===== src/rtl/uart_lsr_mcr.sv =====
module uart_lsr_mcr #(
  parameter int DEPTH = 16,
  localparam int PTR_W = (DEPTH > 1) ? $clog2(DEPTH) : 1,
  localparam int CNT_W = $clog2(DEPTH + 1)
) (
  input  logic             clk,
  input  logic             rst_n,
  input  logic             fifo_en,
  input  logic             rx_push,
  input  logic             rx_pe,
  input  logic             rx_fe,
  input  logic             rx_bi,
  input  logic             rx_pop,
  input  logic [CNT_W-1:0] rx_trig,
  input  logic             tx_fifo_empty,
  input  logic             thr_empty,
  input  logic             tsr_empty,
  input  logic             lsr_rd,
  input  logic             mcr_wr,
  input  logic [7:0]       mcr_wdata,
  input  logic             cts_n,
  input  logic             dsr_n,
  input  logic             ri_n,
  output logic [7:0]       lsr,
  output logic [7:0]       mcr,
  output logic [2:0]       modem_in,
  output logic             dtr_n,
  output logic             rts_n,
  output logic             out1_n
);

  logic [2:0]       tag [DEPTH];
  logic [PTR_W-1:0] wptr, rptr;
  logic [CNT_W-1:0] count, err_cnt;
  logic [5:0]       ctl;
  logic             oe_q, rfe_q;

  wire [CNT_W-1:0] cap      = fifo_en ? CNT_W'(DEPTH) : CNT_W'(1);
  wire             nonempty = (count != '0);
  wire             full     = (count >= cap);
  wire             do_pop   = rx_pop && nonempty;
  wire             do_push  = rx_push && (!full || do_pop);
  wire             push_err = rx_pe | rx_fe | rx_bi;
  wire [2:0]       head_tag = nonempty ? tag[rptr] : 3'b000;
  wire             head_err = |head_tag;
  wire [CNT_W-1:0] others   = err_cnt - CNT_W'(head_err);
  wire             loop     = ctl[4];
  wire             above    = ctl[5] && fifo_en && (count > rx_trig);
  wire             thre     = fifo_en ? tx_fifo_empty : thr_empty;

  function automatic logic [PTR_W-1:0] bump(input logic [PTR_W-1:0] p);
    return (p == PTR_W'(DEPTH - 1)) ? '0 : p + PTR_W'(1);
  endfunction

  always_ff @(posedge clk) begin
    if (do_push) tag[wptr] <= {rx_bi, rx_fe, rx_pe};
  end

  always_ff @(posedge clk or negedge rst_n) begin
    if (!rst_n) begin
      wptr    <= '0;
      rptr    <= '0;
      count   <= '0;
      err_cnt <= '0;
      oe_q    <= 1'b0;
      rfe_q   <= 1'b0;
      ctl     <= '0;
    end else begin
      if (do_push) wptr <= bump(wptr);
      if (do_pop)  rptr <= bump(rptr);
      count   <= count + CNT_W'(do_push) - CNT_W'(do_pop);
      err_cnt <= err_cnt + CNT_W'(do_push && push_err) - CNT_W'(do_pop && head_err);
      if (rx_push && !do_push) oe_q <= 1'b1;
      else if (lsr_rd)         oe_q <= 1'b0;
      if (do_push && push_err && fifo_en)  rfe_q <= 1'b1;
      else if (lsr_rd && others == '0)     rfe_q <= 1'b0;
      if (mcr_wr) ctl <= mcr_wdata[5:0];
    end
  end

  assign lsr      = {rfe_q & fifo_en, thre & tsr_empty, thre, head_tag, oe_q, nonempty};
  assign mcr      = {2'b00, ctl};
  assign dtr_n    = loop | ~ctl[0];
  assign rts_n    = loop | ~ctl[1] | above;
  assign out1_n   = loop | ~ctl[2];
  assign modem_in = loop ? {ctl[2], ctl[0], ctl[1]} : ~{ri_n, dsr_n, cts_n};

endmodule


===== config.mk =====
export PLATFORM = sky130hd
export DESIGN_NAME = uart_lsr_mcr
export DESIGN_NICKNAME = d
export VERILOG_FILES = /design/src/rtl/uart_lsr_mcr.sv
export SDC_FILE = /design/constraint.sdc
export NUM_CORES = 1
export LEC_CHECK = 0
export BUFFER_PORTS_ARGS = -buffer_cell sky130_fd_sc_hd__buf_2
export CORE_UTILIZATION = 35
export CTS_BUF_LIST = sky130_fd_sc_hd__clkbuf_8
export CTS_CLUSTER_SIZE = 10
export DETAILED_ROUTE_END_ITERATION = 10
export PLACE_DENSITY = 0.55
export SYNTH_ARGS = -nofsm -noshare
export SYNTH_HDL_FRONTEND = slang
export SYNTH_SLANG_ARGS = --single-unit

===== constraint.sdc =====
create_clock -name clk -period 3.7 [get_ports clk]
set_input_delay 0.185 -clock clk [delete_from_list [all_inputs] [get_ports clk]]
set_output_delay 0.185 -clock clk [all_outputs]
set_load 0.05 [all_outputs]

; Word level (Yosys, flattened, before mapping)
; Memory sizes are Yosys's and may differ from the RTL's.
; Index checks and enable logic that the tools add are counted.
[op_classes]
n_lt_le_gt_ge = 2
n_eq_ne = 2
muxes = 12
bitwise = 12
n_addsub = 7
n_reduce_logical = 17
[ops]
columns = op, count
row1 = $sub 5x1->5, 3
row2 = $add 5x1->5, 2
row3 = $logic_and 1x1->1, 9
row4 = $add 4x1->4 const B, 2
row5 = $eq 4x4->1 const B, 2
row6 = $mux 4, 2
row7 = $mux 1, 7
row8 = $mux 3, 2
row9 = $or 1x1->1, 6
row10 = $ge 5x5->1, 1
row11 = $gt 5x5->1, 1
row12 = $logic_not 5->1, 1
row13 = $mux 5, 1
row14 = $reduce_bool 5->1, 1
row15 = $reduce_bool 2->1, 2
row16 = $not 1->1, 3
row17 = $not 3->3, 1
row18 = $reduce_or 3->1, 1
row19 = $and 1x1->1, 2
row20 = $logic_not 1->1, 2
row21 = $logic_or 1x1->1, 1
[totals]
memories = 1
output_inout_bits = 22
in_bits = 29
mem_bits_rw = 48
ff_bits = 26
[mem_list]
columns = name, words, width, rd, rd_ports_with_merged_regs, write_ports, line_no
row1 = tag, 16, 3, 1, 0, 1, 32  ; logic [2:0] tag [DEPTH];

; Depth between registers and ports, before layout
; Gate-level depths: netlist of run 1.
[depth]
word_depth = 8
depth_mapped = 18
ltp_nobuf = 16

; Worst setup path before layout of run 1
; No wires, ideal clock.
[synth_path]
kind = reg2reg
start = register count[2]
end = register err_cnt[4]
required_time_ns = 3.620
path_stages_with_launch = 17
arrival_time_ns = 3.591
period_less_slack_ns = 3.671
path_buffers = 1
setup_slack_ns = 0.029
cell_sequence = dfrtp_1 -> inv_1 -> ha_1 -> or4b_1 -> buf_6 -> nand2b_2 -> o22ai_1 -> or3_4 -> and2_4 -> ha_1 -> inv_1 -> ha_1 -> fa_1 -> a21oi_1 -> nor2_1 -> nor2_1 -> xnor2_1
[synth_via]
elab_cells_between_ends = 12
[synth_rtl]
columns = element, line_no
row1 = "start, declared", 34  ; logic [CNT_W-1:0] count, err_cnt;
row2 = "start signal, assigned", 71  ; count <= count + CNT_W'(do_push) - CNT_W'(do_pop);
row3 = $reduce_bool 5->1, 39  ; wire nonempty = (count != '0);
row4 = net nonempty, 39
row5 = $mux 3, 44  ; wire [2:0] head_tag = nonempty ? tag[rptr] : 3'b000;
row6 = net lsr[2], 24  ; output logic [7:0] lsr,
row7 = $reduce_or 3->1, 45  ; wire head_err = |head_tag;
row8 = $logic_and 1x1->1, 72  ; err_cnt <= err_cnt + CNT_W'(do_push && push_err) - CNT_W'(do_pop && head_err);
row9 = $sub 5x1->5, 72
row10 = "end signal, assigned", 72
row11 = "end, declared", 34
; The timed path passes the listed nets, and every way through them passes these cells.
; A chain may end at the register's enable or synchronous reset.

; Final worst setup path of run 1
[layout_path]
start = register count[2]
end = register err_cnt[4]
[layout_via]
elab_chain_cells = 7
elab_cells_between_ends = 12
[layout_rtl]
columns = element, line_no
row1 = $ge 5x5->1 / $reduce_bool 5->1 (equally long branches), "40, 39"
row2 = $logic_not 1->1 / $logic_and 1x1->1 (equally long branches), "42, 41"
row3 = $logic_or 1x1->1, 42  ; wire do_push = rx_push && (!full || do_pop);
row4 = $logic_and 1x1->1, 42
row5 = $logic_and 1x1->1, 72
row6 = $add 5x1->5, 72
row7 = $sub 5x1->5 (*), 72
; Mark *: on every way between the ends. The rest lies on a longest branch, timed or not.

==> results of run 1 <==
timing repair:
action                                  in CTS  in global routing
endpoints found under the setup margin       0                  1
hold endpoints to repair                    26                  0
resized for setup                            0                  1
hold buffers                                 1                  0
worst min path at each step:
stage | slack (ns) | depth (start not counted) | startpoint | end
6_report | 0.05 | 3 | mcr_wdata[2] | ctl[2]
5_1_grt | 0.04 | 2 | mcr_wdata[3] | ctl[3]
4_1_cts | 0.03 | 3 | mcr_wdata[2] | ctl[2]
3_5_place_dp | 0.25 | 1 | rst_n | wptr[1]
3_3_place_gp | 0.26 | 1 | rst_n | wptr[1]
2_1_floorplan | -0.11 | 0 | rst_n | count[0]
power by group through the flow:
| stage | sequential, mW | combinational, mW | clock (mW) |
|---|---|---|---|
| finish | 1.21 | 1.50 | 0.655 |
| global route | 1.24 | 1.70 | 0.717 |
| CTS | 1.22 | 1.53 | 0.685 |
| detailed placement | 1.23 | 1.52 | 0 |
| global placement | 1.23 | 1.50 | 0 |
| floorplan | 1.17 | 1.27 | 0 |
area by class of cell:
type                    instances  share of cell area, %
clock inverters                 7                   1.91
flip-flops and latches         74                   48.3
multi-input cells             175                   33.9
well taps                     136                   3.93
clock buffers                   9                   2.86
repair buffers                 53                   6.88
inverters                      25                   2.17
registers in the layout (all words and copies together) (netlist names):
register,flops
tag,48
ctl,6
count,5
err_cnt,5
rptr,4
wptr,4
oe_q,1
rfe_q,1
routing by layer:
layer	wire (um)	GRT usage, %	share of wire, %
met1	3230	18.0	45
met2	3520	23.2	49
met3	292	4.66	4.1
met5	0	0	0
met4	116	4.96	1.6
metrics by stage:
stage	instances	utilization, %	power (mW)	hold WS (ns)	instance area, um^2
after floorplan	291	-	2.44	-0.111	3800
after global placement	462	39.5	2.73	0.255	4110
after detailed placement	462	39.5	2.76	0.253	4110
after CTS	479	41.5	3.43	0.0290	4330
after global routing	479	41.6	3.66	0.0435	4330
final	479	41.6	3.38	0.0475	4330
critical path, cell delays in order (launching register included):
cell	delay (ns)
dfrtp_1	0.41
inv_1	0.14
ha_1	0.18
or4b_4	0.51
nand2b_2	0.12
o22ai_1	0.10
or3_4	0.41
and2_4	0.16
ha_1	0.26
inv_1	0.04
ha_1	0.20
fa_1	0.42
a21oi_1	0.15
nor2_1	0.06
nor2_1	0.11
xnor2_1	0.13
cells in the mapped netlist (6+ instances only):
| master | n | area, um^2 |
|---|---|---|
| edfxtp_1 | 48 | 1440 |
| ha_1 | 27 | 338 |
| dfrtp_1 | 26 | 651 |
| inv_1 | 25 | 93.8 |
| nor2_1 | 25 | 93.8 |
| nand2_1 | 20 | 75.1 |
| mux2i_1 | 9 | 90.1 |
| xnor2_1 | 8 | 70.1 |
| mux2_2 | 6 | 67.6 |
| mux4_2 | 6 | 135 |
| nand3_1 | 6 | 30.0 |
kinds of logic (layout without fill, tap and decap cells):
logic type               after synthesis  in the layout  share of synthesized area, %
XOR/XNOR                              11             11                          2.54
buffers and inverters                 42             94                          6.33
other                                  1              2                        0.0988
multiplexers                          25             25                          10.5
AO/OA/AOI/OAI                         30             30                          5.44
adder cells (fa/ha/maj)               29             29                          9.96
AND/OR/NAND/NOR                       78             78                          10.0
flip-flops                            74             74                          55.1
==> qor.csv, run 1 <==
metric;value;unit
ys_async_sr_fraction;35.1;%
ctsLongestPathBuffers;2;
fin_nets;396;
worst_slew_pin_slew;0.615;ns
final-seq-area;2090;um^2
drive_gt1_share;25.1;%
start_util;36.4;%
die_y;106;um
p_leak;1.79;nW
area_delta_synth_final;14.1;%
fillCellCount;993;
final_cell_mix;48 x edfxtp_1, 46 x buf_2, 27 x ha_1;
hpwl;5.28;mm
ys_types;48;
setup_tns;0;ns
max-vdd-ir-drop;274;uV
rr_worst_depth;15;
internal_power;2.02;mW
die_x;106;um
setup.worst_path.start;count[2];
pwr-share-seq;36.0;%
setup_viol;0;
synth.avg_cell_area;13.1;um^2
cts_max_level;3;
grt_pass1_vias;2362;
fp-row-count;37;
cts_tree;yes;
clk_pin_slew;0.09;ns
ios;51;
wl;7.16;mm
setup_slack;0.230;ns
synth_edf_count;48;
cts.sinks;74;
fin_crit;3.47;ns
r2r_start;count[2];
end_kind;flip-flop;
initialDrtViolationCount;97;
gp_congestion;0.746;
rsz0062_at_grt;no;
arrival;3.75;ns
grt_pass1_wl;12.1;mm
combPwrFrac;44.6;%
p_sw;1.36;mW
final_hold_viol_count;0;
global_route.overflow_total;0;
timing.fmax;288;MHz
multi_input_area;1470;um^2
power.density;779;nW/um^2
swShare;40.2;%
hp-class;in2reg;
slew_viol_final;0;
ys.flop_type;edfxtp_1;
synth_warnings;0;
cp-start-kind;flip-flop;
synth_area;3790;um^2
vias;2300;
die-area;11300;um^2
grt_usage;14.3;%
r2r_end;err_cnt[4];
antenna_found_initial;0;
critical_path_class;reg2reg;
post-cts-setup-buffer-count;0;
grt_max_degree;27;
fin_worst_skew;0.0147;ns
portBuffers;46;
first_pass_iters;4;
drv_cap;0;
crit_fanout;6;
ys_ff_latch;74;
critPathCapture;err_cnt[4];
reg2reg_setup_slack;0.23;ns
drt-vias-per-instance;4.80;
numCtsBuffers;9;
drc_errors;0;
post_drt_wl_per_cell;14.9;um
relSlewSlack;59.0;%
cts-root-buf;clkbuf_8;
ys_seq_area_share;55.1;%
clk_latency;0.36;ns
clkPwrFrac;19.4;%
fin_crit_sh;93.8;%
postSynthCellCount;290;
num_antenna_cells;0;
crit_required;3.98;ns
status;finished clean;
mostFrequentLayoutCell;edfxtp_1;
postRouteAntennaNets;0;
place_ws;0.149;ns
core;10400;um^2
Note: power is estimated with default switching activity, not from simulation.
==> inputs of run 2 (changes only) <==
Settings changed: CELL_PAD_IN_SITES_DETAIL_PLACEMENT set to 0, CELL_PAD_IN_SITES_GLOBAL_PLACEMENT set to 1, PLACE_DENSITY 0.55 to 0.64.
==> qor.csv, run 2 (same netlist as run 1, synthesis figures left out) <==
metric;value;unit;change
status;finished clean;;unchanged
max_stage_delay;0.63;ns;was 0.51 ns
initialDrtViolationCount;74;;was 97
wl_met2;3.53;mm;was 3.52 mm
numCtsBuffers;9;;unchanged
first_pass_iters;4;;unchanged
grt_pass1_wl;11.8;mm;was 12.1 mm
max-vdd-ir-drop;385;uV;was 274 uV
area_delta_synth_final;13.8;%;was 14.1%
cts.sinks;74;;unchanged
top_layer;met4;;unchanged
cts-root-buf;clkbuf_8;;unchanged
path_buf_inv;1;;was 2
clk_pin_slew;0.09;ns;about the same
vias;2307;;was 2300
reg.largest.list;tag: 48 flops, ctl: 6 flops;;unchanged
grt_pass1_vias;2330;;was 2362
relSlewSlack;58.6;%;was 59.0%
fillCellCount;992;;was 993
routed-wl-met3;180;um;was 292 um
num_antenna_cells;0;;unchanged
die-area;11300;um^2;unchanged
largest_reg_flops;48;;unchanged
post_drt_wl_per_cell;15.3;um;was 14.9 um
drive_gt1_share;25.5;%;was 25.1%
power.density;769;nW/um^2;was 779 nW/um^2
fin_worst_skew;0.0132;ns;was 0.0147 ns
final_cell_mix;48 x edfxtp_1, 46 x buf_2, 27 x ha_1;;unchanged
final_hold_viol_count;0;;unchanged
fin_crit;3.45;ns;was 3.47 ns
crit_family;adder cells;;was simple AND/OR/NAND/NOR gates
antenna_found_initial;0;;unchanged
crit_required;3.98;ns;about the same
start_util;36.4;%;unchanged
crit_slowest_cell;mux4_1;;was or4b_4
postRouteAntennaNets;0;;unchanged
arrival;3.73;ns;was 3.75 ns
gp_congestion;0.735;;was 0.746
drc_errors;0;;unchanged
fin_nets;398;;was 396
die_y;106;um;unchanged
fp-row-count;37;;unchanged
critical_path_class;reg2reg;;unchanged
grt_usage;14.1;%;was 14.3%
grt_max_degree;27;;unchanged
met1_length;3.47;mm;was 3.23 mm
hpwl;5.36;mm;was 5.28 mm
timing.fmax;290;MHz;was 288 MHz
rsz0062_at_grt;no;;unchanged
portBuffers;46;;unchanged
wl;7.35;mm;was 7.16 mm
setup_viol;0;;unchanged
hp-class;in2reg;;unchanged
fin_crit_sh;93.3;%;was 93.8%
utilization;41.5;%;was 41.6%
cp-start-kind;flip-flop;;unchanged
crit_fanout;8;;was 6
global_route.overflow_total;0;;unchanged
slew_viol_final;0;;unchanged
ios;51;;unchanged
p_leak;1.78;nW;was 1.79 nW
top_register;tag;;unchanged
die_x;106;um;unchanged
clk_latency;0.36;ns;about the same
worst_slew_pin_slew;0.621;ns;was 0.615 ns
end_kind;flip-flop;;unchanged
mostFrequentLayoutCell;edfxtp_1;;unchanged
crit_chain;mux4_1 -> mux2i_1 -> o22ai_1 -> or3_4 -> and2_4 -> ha_1 -> inv_1 -> ha_1 -> fa_1 -> a21oi_1 -> nor2_1 -> nor2_1 -> xnor2_1;;was inv_1 -> ha_1 -> or4b_4 -> nand2b_2 -> o22ai_1 -> or3_4 -> and2_4 -> ha_1 -> inv_1 -> ha_1 -> fa_1 -> a21oi_1 -> nor2_1 -> nor2_1 -> xnor2_1
cts_max_level;3;;unchanged
drv_cap;0;;unchanged
ctsLongestPathBuffers;2;;unchanged
core;10400;um^2;unchanged
drt-vias-per-instance;4.80;;about the same
cts_tree;yes;;unchanged
setup_tns;0;ns;unchanged
[run 2: changes by cell type in the layout (fill, tap and decap cells not counted)]
cell        before  now
buf_4            5    7
bufinv_16        1    0
clkinvlp_2       0    1
[run 2: area by class of cell]
class | count | area, um^2 | share of cell area [%]
clock inverters | 7 | 57.6 | 1.33
multi-input cells | 175 | 1470 | 34.0
flip-flops and latches | 74 | 2090 | 48.4
clock buffers | 9 | 124 | 2.87
inverters | 25 | 93.8 | 2.17
repair buffers | 55 | 313 | 7.24
well taps | 136 | 170 | 3.94
[run 2: power breakdown]
part	internal [mW]	switching, mW	leakage, nW	total (mW)
sequential	1.05	0.168	0.740	1.22
combinational	0.649	0.873	0.958	1.52
clock	0.253	0.330	0.0847	0.583
[run 2: worst paths after layout]
| kind | start | end | slack (ns) | depth (start not counted) |
|---|---|---|---|---|
| max | rptr[0] | err_cnt[4] | 0.25 | 13 |
| min | mcr_wdata[2] | ctl[2] | 0.03 | 3 |
| max reg2reg | rptr[0] | err_cnt[4] | 0.25 | 13 |
| min reg2reg | ctl[3] | ctl[3] | 0.52 | 1 |
| max in group asynchronous | rst_n | rptr[2] | 2.91 | 2 |
| min in group asynchronous | rst_n | wptr[2] | 0.37 | 2 |
[run 2: worst reg2reg max path: stages, from the launching register on]
cell and delay [ns]:
dfrtp_1 0.56, mux4_1 0.63, mux2i_1 0.17, o22ai_1 0.11, or3_4 0.41, and2_4 0.16, ha_1 0.26, inv_1 0.04
ha_1 0.20, fa_1 0.41, a21oi_1 0.14, nor2_1 0.05, nor2_1 0.11, xnor2_1 0.13
[run 2: per-layer routing]
| metal | track usage (%) | up-vias |
|---|---|---|
| li1 | - | 1126 |
| met1 | 17.6 | 1134 |
| met2 | 22.6 | 34 |
| met3 | 3.43 | 13 |
| met4 | 6.94 | 0 |
| met5 | 0 | - |
[run 2: metrics by stage]
step	area [um^2]	power (mW)	hold WS (ns)	setup WS [ns]	instances
2_1_floorplan	3800	2.44	-0.111	0.0291	291
3_3_place_gp	4130	2.74	0.258	0.220	464
3_5_place_dp	4130	2.76	0.247	0.178	464
4_1_cts	4320	3.36	0.0193	0.150	481
5_1_grt	4320	3.56	0.0315	0.0710	481
6_report	4320	3.32	0.0328	0.250	481
[run 2: repair_timing]
action | in CTS | in global routing
endpoints found under the hold margin | 26 | 0
setup buffers | 0 | 0
setup endpoints to repair | 0 | 1
gates resized for setup | 0 | 1
hold buffers | 1 | 0
